<file path="config.mk">
export PLATFORM = sky130hd
export DESIGN_NAME = zbt_sram
export DESIGN_NICKNAME = d
export VERILOG_FILES = /design/src/rtl/zbt_pkg.sv /design/src/rtl/zbt_burst_seq.sv /design/src/rtl/zbt_cmd_pipe.sv /design/src/rtl/zbt_array.sv /design/src/rtl/zbt_sram.sv
export SDC_FILE = /design/constraint.sdc
export NUM_CORES = 2
export LEC_CHECK = 0
export BUFFER_PORTS_ARGS = -buffer_cell sky130_fd_sc_hd__buf_2
export CAP_MARGIN = 20
export CORE_MARGIN = 8
export CORE_UTILIZATION = 40
export CTS_CLUSTER_DIAMETER = 30
export DETAILED_ROUTE_END_ITERATION = 6
export GPL_TIMING_DRIVEN = 0
export SYNTH_ARGS = -nofsm -noshare
export SYNTH_HDL_FRONTEND = slang
export SYNTH_SLANG_ARGS = --single-unit
</file>
<file path="constraint.sdc">
create_clock -name clk -period 3.4 [get_ports clk]
set_input_delay 0.68 -clock clk [delete_from_list [all_inputs] [get_ports clk]]
set_output_delay 0.68 -clock clk [all_outputs]
set_load 0.02 [all_outputs]
</file>
<file path="src/rtl/zbt_pkg.sv">
package zbt_pkg;
  // number of register stages between command capture and data beat
  localparam int unsigned DATA_LAG = 2;
  // burst sequence order selected by seq_linear
  typedef enum logic {SEQ_XOR = 1'b0, SEQ_ADD = 1'b1} seq_e;
endpackage

</file>
<file path="src/rtl/zbt_burst_seq.sv">
module zbt_burst_seq #(
  parameter int ADDR_W  = 6,
  parameter int BURST_W = 2
) (
  input  logic              clk,
  input  logic              rst,
  input  logic              hold,
  input  logic              burst_adv,
  input  logic              sel_ok,
  input  logic              op_read,
  input  logic              seq_linear,
  input  logic [ADDR_W-1:0] addr,
  output logic              cmd_valid,
  output logic              cmd_read,
  output logic [ADDR_W-1:0] cmd_addr
);
  import zbt_pkg::*;

  logic [ADDR_W-1:0]  base_q;
  logic [BURST_W-1:0] cnt_q;
  logic [BURST_W-1:0] cnt_nxt;
  logic [BURST_W-1:0] low_add;
  logic [BURST_W-1:0] low_xor;
  logic               active_q;
  logic               read_q;
  seq_e               order;

  assign order   = seq_e'(seq_linear);
  assign cnt_nxt = cnt_q + 1'b1;
  assign low_add = base_q[BURST_W-1:0] + cnt_nxt;
  assign low_xor = base_q[BURST_W-1:0] ^ cnt_nxt;

  always_comb begin
    if (!burst_adv) begin
      cmd_valid = sel_ok;
      cmd_read  = op_read;
      cmd_addr  = addr;
    end else begin
      cmd_valid = active_q;
      cmd_read  = read_q;
      cmd_addr  = {base_q[ADDR_W-1:BURST_W], (order == SEQ_ADD) ? low_add : low_xor};
    end
  end

  always_ff @(posedge clk) begin
    if (rst) begin
      active_q <= 1'b0;
      read_q   <= 1'b0;
      cnt_q    <= '0;
      base_q   <= '0;
    end else if (!hold) begin
      if (!burst_adv) begin
        active_q <= sel_ok;
        read_q   <= op_read;
        base_q   <= addr;
        cnt_q    <= '0;
      end else begin
        cnt_q <= cnt_nxt;
      end
    end
  end

  // first step after a load, linear order
  p_first_step_add_r9: assert property (@(posedge clk) disable iff (rst)
    (!hold && !burst_adv && sel_ok) ##1 (burst_adv && seq_linear) |->
      cmd_addr == {$past(addr[ADDR_W-1:BURST_W]), BURST_W'($past(addr[BURST_W-1:0]) + 1'b1)});

  // consecutive linear steps climb by one modulo the burst length
  p_step_add_r9: assert property (@(posedge clk) disable iff (rst)
    (!hold && burst_adv && active_q && seq_linear) ##1 (burst_adv && seq_linear) |->
      cmd_addr[BURST_W-1:0] == BURST_W'($past(cmd_addr[BURST_W-1:0]) + 1'b1));

  // first step after a load, interleaved order
  p_first_step_xor_r10: assert property (@(posedge clk) disable iff (rst)
    (!hold && !burst_adv && sel_ok) ##1 (burst_adv && !seq_linear) |->
      cmd_addr == ($past(addr) ^ ADDR_W'(1)));
endmodule

</file>
<file path="src/rtl/zbt_cmd_pipe.sv">
module zbt_cmd_pipe #(
  parameter int ADDR_W = 6,
  parameter int LANES  = 4
) (
  input  logic              clk,
  input  logic              rst,
  input  logic              hold,
  input  logic              in_valid,
  input  logic              in_read,
  input  logic [ADDR_W-1:0] in_addr,
  input  logic [LANES-1:0]  in_lane_en,
  output logic              s1_valid,
  output logic              s1_read,
  output logic [ADDR_W-1:0] s1_addr,
  output logic              s2_valid,
  output logic              s2_read,
  output logic [ADDR_W-1:0] s2_addr,
  output logic [LANES-1:0]  s2_lane_en
);
  import zbt_pkg::*;
  localparam int STAGES = DATA_LAG;

  logic              v_q    [STAGES];
  logic              rd_q   [STAGES];
  logic [ADDR_W-1:0] a_q    [STAGES];
  logic [LANES-1:0]  be_q   [STAGES];

  for (genvar s = 0; s < STAGES; s++) begin : g_stage
    if (s == 0) begin : g_head
      always_ff @(posedge clk) begin
        if (rst) begin
          v_q[s] <= 1'b0;
        end else if (!hold) begin
          v_q[s] <= in_valid;
        end
        if (!hold) begin
          rd_q[s] <= in_read;
          a_q[s]  <= in_addr;
          be_q[s] <= in_lane_en;
        end
      end
    end else begin : g_tail
      always_ff @(posedge clk) begin
        if (rst) begin
          v_q[s] <= 1'b0;
        end else if (!hold) begin
          v_q[s] <= v_q[s-1];
        end
        if (!hold) begin
          rd_q[s] <= rd_q[s-1];
          a_q[s]  <= a_q[s-1];
          be_q[s] <= be_q[s-1];
        end
      end
    end
  end

  assign s1_valid   = v_q[0];
  assign s1_read    = rd_q[0];
  assign s1_addr    = a_q[0];
  assign s2_valid   = v_q[STAGES-1];
  assign s2_read    = rd_q[STAGES-1];
  assign s2_addr    = a_q[STAGES-1];
  assign s2_lane_en = be_q[STAGES-1];

  p_freeze_r4: assert property (@(posedge clk) disable iff (rst)
    hold |=> ($stable(s1_valid) && $stable(s2_valid) &&
              $stable(s1_addr) && $stable(s2_addr) && $stable(s2_read)));
endmodule

</file>
<file path="src/rtl/zbt_array.sv">
module zbt_array #(
  parameter int ADDR_W = 6,
  parameter int LANES  = 4,
  parameter int LANE_W = 8
) (
  input  logic                    clk,
  input  logic                    rst,
  input  logic                    hold,
  input  logic                    wr_en,
  input  logic [ADDR_W-1:0]       wr_addr,
  input  logic [LANES-1:0]        wr_lane_en,
  input  logic [LANES*LANE_W-1:0] wr_data,
  input  logic                    rd_en,
  input  logic [ADDR_W-1:0]       rd_addr,
  output logic [LANES*LANE_W-1:0] rd_data,
  output logic                    rd_drive
);
  localparam int DEPTH = 1 << ADDR_W;

  logic fwd;
  assign fwd = wr_en && (wr_addr == rd_addr);

  for (genvar g = 0; g < LANES; g++) begin : g_lane
    logic [LANE_W-1:0] mem [DEPTH];
    logic [LANE_W-1:0] wbyte;
    logic [LANE_W-1:0] rbyte_q;

    assign wbyte = wr_data[g*LANE_W +: LANE_W];

    always_ff @(posedge clk) begin
      if (!hold && wr_en && wr_lane_en[g]) begin
        mem[wr_addr] <= wbyte;
      end
      if (!hold && rd_en) begin
        rbyte_q <= (fwd && wr_lane_en[g]) ? wbyte : mem[rd_addr];
      end
    end

    assign rd_data[g*LANE_W +: LANE_W] = rbyte_q;
  end

  always_ff @(posedge clk) begin
    if (rst) begin
      rd_drive <= 1'b0;
    end else if (!hold) begin
      rd_drive <= rd_en;
    end
  end
endmodule

</file>
<file path="src/rtl/zbt_sram.sv">
module zbt_sram #(
  parameter int ADDR_W  = 6,
  parameter int LANES   = 4,
  parameter int LANE_W  = 8,
  parameter int BURST_W = 2
) (
  input  logic                    clk,
  input  logic                    rst,
  input  logic                    hold,
  input  logic                    burst_adv,
  input  logic                    op_read,
  input  logic                    sel_a_n,
  input  logic                    sel_b,
  input  logic                    sel_c_n,
  input  logic                    seq_linear,
  input  logic [LANES-1:0]        lane_wr_n,
  input  logic [ADDR_W-1:0]       addr,
  input  logic [LANES*LANE_W-1:0] dq_in,
  input  logic                    out_en_n,
  output logic [LANES*LANE_W-1:0] dq_out,
  output logic                    dq_oe
);
  localparam int DATA_W = LANES * LANE_W;

  logic              sel_ok;
  logic              cmd_valid;
  logic              cmd_read;
  logic [ADDR_W-1:0] cmd_addr;
  logic              s1_valid, s1_read, s2_valid, s2_read;
  logic [ADDR_W-1:0] s1_addr, s2_addr;
  logic [LANES-1:0]  s2_lane_en;
  logic [DATA_W-1:0] rd_data;
  logic              rd_drive;

  assign sel_ok = !sel_a_n && sel_b && !sel_c_n;

  zbt_burst_seq #(.ADDR_W(ADDR_W), .BURST_W(BURST_W)) u_seq (
    .clk(clk), .rst(rst), .hold(hold), .burst_adv(burst_adv), .sel_ok(sel_ok),
    .op_read(op_read), .seq_linear(seq_linear), .addr(addr),
    .cmd_valid(cmd_valid), .cmd_read(cmd_read), .cmd_addr(cmd_addr)
  );

  zbt_cmd_pipe #(.ADDR_W(ADDR_W), .LANES(LANES)) u_pipe (
    .clk(clk), .rst(rst), .hold(hold),
    .in_valid(cmd_valid), .in_read(cmd_read), .in_addr(cmd_addr), .in_lane_en(~lane_wr_n),
    .s1_valid(s1_valid), .s1_read(s1_read), .s1_addr(s1_addr),
    .s2_valid(s2_valid), .s2_read(s2_read), .s2_addr(s2_addr), .s2_lane_en(s2_lane_en)
  );

  zbt_array #(.ADDR_W(ADDR_W), .LANES(LANES), .LANE_W(LANE_W)) u_mem (
    .clk(clk), .rst(rst), .hold(hold),
    .wr_en(s2_valid && !s2_read), .wr_addr(s2_addr), .wr_lane_en(s2_lane_en), .wr_data(dq_in),
    .rd_en(s1_valid && s1_read), .rd_addr(s1_addr),
    .rd_data(rd_data), .rd_drive(rd_drive)
  );

  assign dq_out = rd_data;
  assign dq_oe  = rd_drive && !out_en_n;

  // a load with any select false leaves nothing in the first stage
  p_deselect_r5: assert property (@(posedge clk) disable iff (rst)
    (!hold && !burst_adv && (sel_a_n || !sel_b || sel_c_n)) |=> !s1_valid);

  // a read in the first stage is driven in the next cycle, also across deselects
  p_read_due_r1: assert property (@(posedge clk) disable iff (rst)
    (!hold && s1_valid && s1_read) |=> rd_drive);

  // drive only ever starts from a read
  p_drive_src_r7: assert property (@(posedge clk) disable iff (rst)
    $rose(rd_drive) |-> $past(s1_valid && s1_read));
endmodule

</file>
==> impl_results.md <==
* Status: finished with violations
* Failing checks: design-rule violations, negative setup slack
* Worst Setup Path Type: flip-flop to flip-flop
* Wire length of the first global-routing pass at 332000 um
* Htree depth at 5
* Most frequent cells in the layout: edfxtp_1, clkbuf_16, mux4_2
* Pwr dens at 709 nW/um^2
* RSZ-0062 raised after global routing: true
* Avg WL per Cell at 31.4 um
* Crit-path max FO at 9
* Clock share of power at around 55%
* Footprint of the multi-input gates at 18400 um^2
* Critical Path End Type: flip-flop
* GRT Total Usage at 21.3%
* Post-synth ARST share at 0%
* Final Hold Viols at 0
* Syn Inst Count at 3976
* Area share of the largest cell type after synthesis at 76.9%
* Worst Max-Slew Pin Slew at 1.13 ns
* Count of warnings emitted by yosys at 0
* Tcrit/Tclk final at 106%
* Clk Latency, worst-skew pair at around 0.96 ns
* P_int at 56.8 mW
* Vias in the first global route at ~44000
* Slew margin rel. at 24.5%
* Final worst slack at -0.202 ns
* Post-Route WL at 237000 um
* Die ar. at 220000 um^2
* # rows at 166
* Largest cells by area after synthesis: edfxtp_1, mux4_2, mux2i_1
* Vias/cell at 5.74
* WHS at 0.0581 ns
* Setup Skew at just under 0.07 ns
* Met2 Use GR at 33.3%
* Sequential share of power at 39.8%
* Tot Pwr at about 72 mW
* Nets at 4601
* Synthesis-to-layout area growth at 24.4%
* Grt ovf at 0
* Finished Layout Cells at 7568
* Max Transition Viols Final at 0
* VDD IR max at 0.644 mV
* GR peak layer: met2
* ANT nets after route at 0
* DP Cell Count at 6773
* Setup violations, final at 140
* Register cell area after layout at 63400 um^2
* P_sw at 15.7 mW
* CP Data Arrival Time at 4.18 ns
* Remaining DRCs at 104
* Fillers at 16422
* Post-synth net total at 4029
* Max Cap Viol at 0
* Via count at 43418
* Starting density of the core at 40.2%
* Clk root buf: clkbuf_16
* Number of synthesized flops with an enable pin at 2104
* Worst EP required at 3.98 ns
* Ys flop type: edfxtp_1
* Post-synth cell types at 54
* Placer Congestion at 0.885
* IO Pins at 85
* Initial antenna violation count at 8
* Sequential area share after synthesis at between 70% and 80%
* Core Area at 204000 um^2
* Flops & latches, synth at 2115
* Die span in y at between 400 and 500 um
* Startpoint class of the critical path: flip-flop
* Global routing usage on met1 at 28.7%
* Worst hold path type: primary input to flip-flop
* M3 GR Usage at 5.26%
* Comb power frac at 5.2%
* Switch share at 21.6%
* F_max at 278 MHz
* Clock transition at path regs at 0.04 ns
* Share of post-route cells with drive strength above 1 at 33.3%
* Synthesized cell area at 82100 um^2
* Setup TNS at -7.94 ns
* Mean area per synthesized cell at 20.7 um^2
* Leak at 33.5 nW
* Clock Sinks at 2115
* Commonest non-fill, non-tap cell in the layout: edfxtp_1
* CTS tree: done
* Iteration-0 DRC Markers at 4835
* Die W at 469 um
* Min Tclk post-route at 3.60 ns
* Number of port buffers at 82
* Maximum clock path buffer count at 4
* TritonCTS buffer count at 419
* Largest net degree at the start of global routing at 66
* DRT Pass-1 Iters at 7
* HPWL Detailed at about 160000 um
* Largest area contributor in the netlist: edfxtp_1
-- cell usage after synthesis (8+ instances only) --
cell	count
mux2_1	10
mux2_2	22
nor3_1	10
a21oi_1	31
inv_1	15
mux4_2	418
buf_4	30
mux2i_1	276
buf_6	11
clkbuf_1	125
nand2_1	116
nor3b_1	26
dfxtp_1	11
edfxtp_1	2104
nand3_1	69
a22o_1	23
a31oi_1	23
a22oi_1	138
a311oi_1	8
buf_1	24
a221oi_1	30
buf_2	53
a2111o_1	16
nor2_1	286
-- cell families (layout without fill, tap and decap cells) --
family                   Yosys count  after routing  synth area share (%)
flip-flops                      2115           2115                  77.2
multiplexers                     726            726                  15.3
AND/OR/NAND/NOR                  547            547                  2.92
AO/OA/AOI/OAI                    318            318                  2.99
buffers and inverters            260           1160                  1.51
XOR/XNOR                           9              9                 0.105
adder cells (fa/ha/maj)            1              1                0.0152
other                              0              4                     0
-- flip-flops by register name, summed over array words and instances (netlist names) --
| register | flops |
|---|---|
| u_seq.cnt_q | 2 |
| u_pipe.a_q | 12 |
| u_seq.read_q | 1 |
| u_mem.g_lane.rbyte_q | 32 |
| u_mem.rd_drive | 1 |
| u_pipe.rd_q | 2 |
| u_mem.g_lane.mem | 2048 |
| u_seq.base_q | 6 |
| u_pipe.v_q | 2 |
| u_pipe.be_q | 8 |
| u_seq.active_q | 1 |
-- layout make-up --
type                       instances  share of cell area (%)
inverter                          17                  0.0624
antenna                            4                 0.00979
sequential                      2115                    62.0
clock buffer                     472                    10.6
buffer                           242                    1.73
multi-input combinational       1601                    18.0
timing repair buffer             152                    1.44
tap                             2688                    3.29
clock inverter                   277                    2.91
-- through the flow --
step,instance area [um^2],worst slack [ns],util [%]
after floorplan,82100,0.690,-
after detailed placement,86400,-1.27,42.3
after global placement,85900,-1.52,42.0
after CTS,101000,-0.223,49.5
final,102000,-0.202,50.0
after global routing,102000,-0.235,50.0
-- path summary, 6_finish.rpt --
kind | start | endpoint | slack [ns] | cells after the start
worst max-delay path | u_pipe.a_q[0][8] | u_mem.g_lane[0].mem[12][4] | -0.20 | 4
worst min-delay path | op_read | u_pipe.rd_q[0][0] | 0.06 | 2
worst max register to register | u_pipe.a_q[0][8] | u_mem.g_lane[0].mem[12][4] | -0.20 | 4
worst min register to register | u_pipe.be_q[0][2] | u_pipe.be_q[0][6] | 0.42 | 0
-- power by group through the flow --
stage | registers [mW] | logic (mW) | clock network [mW]
floorplan | 29.3 | 1.83 | 0
global placement | 29.3 | 3.42 | 0
detailed placement | 29.3 | 3.53 | 0
CTS | 28.8 | 3.66 | 40.2
global route | 28.8 | 3.91 | 41.4
finish | 28.8 | 3.77 | 39.9
-- critical path, stage by stage (launching register included) --
cell and delay (ns):
edfxtp_1 0.31, clkbuf_1 0.32, nor3b_1 0.80, nand2_1 0.88, nor2_1 0.91
-- layer usage --
layer	up-vias	share of wire, %
li1	17809	-
met3	483	9.0
met2	2238	47
met5	-	0.053
met4	6	4.0
met1	22882	40
-- what timing repair did --
| item | CTS | global route |
|---|---|---|
| hold buffers | 11 | 0 |
| setup endpoints to repair | 506 | 1360 |
| pin swaps | 7 | 7 |
| buffers inserted | 2 | 10 |
| resized for setup | 294 | 215 |
| hold endpoints to repair | 11 | 0 |
No activity file was read; power rests on OpenSTA's default activity.
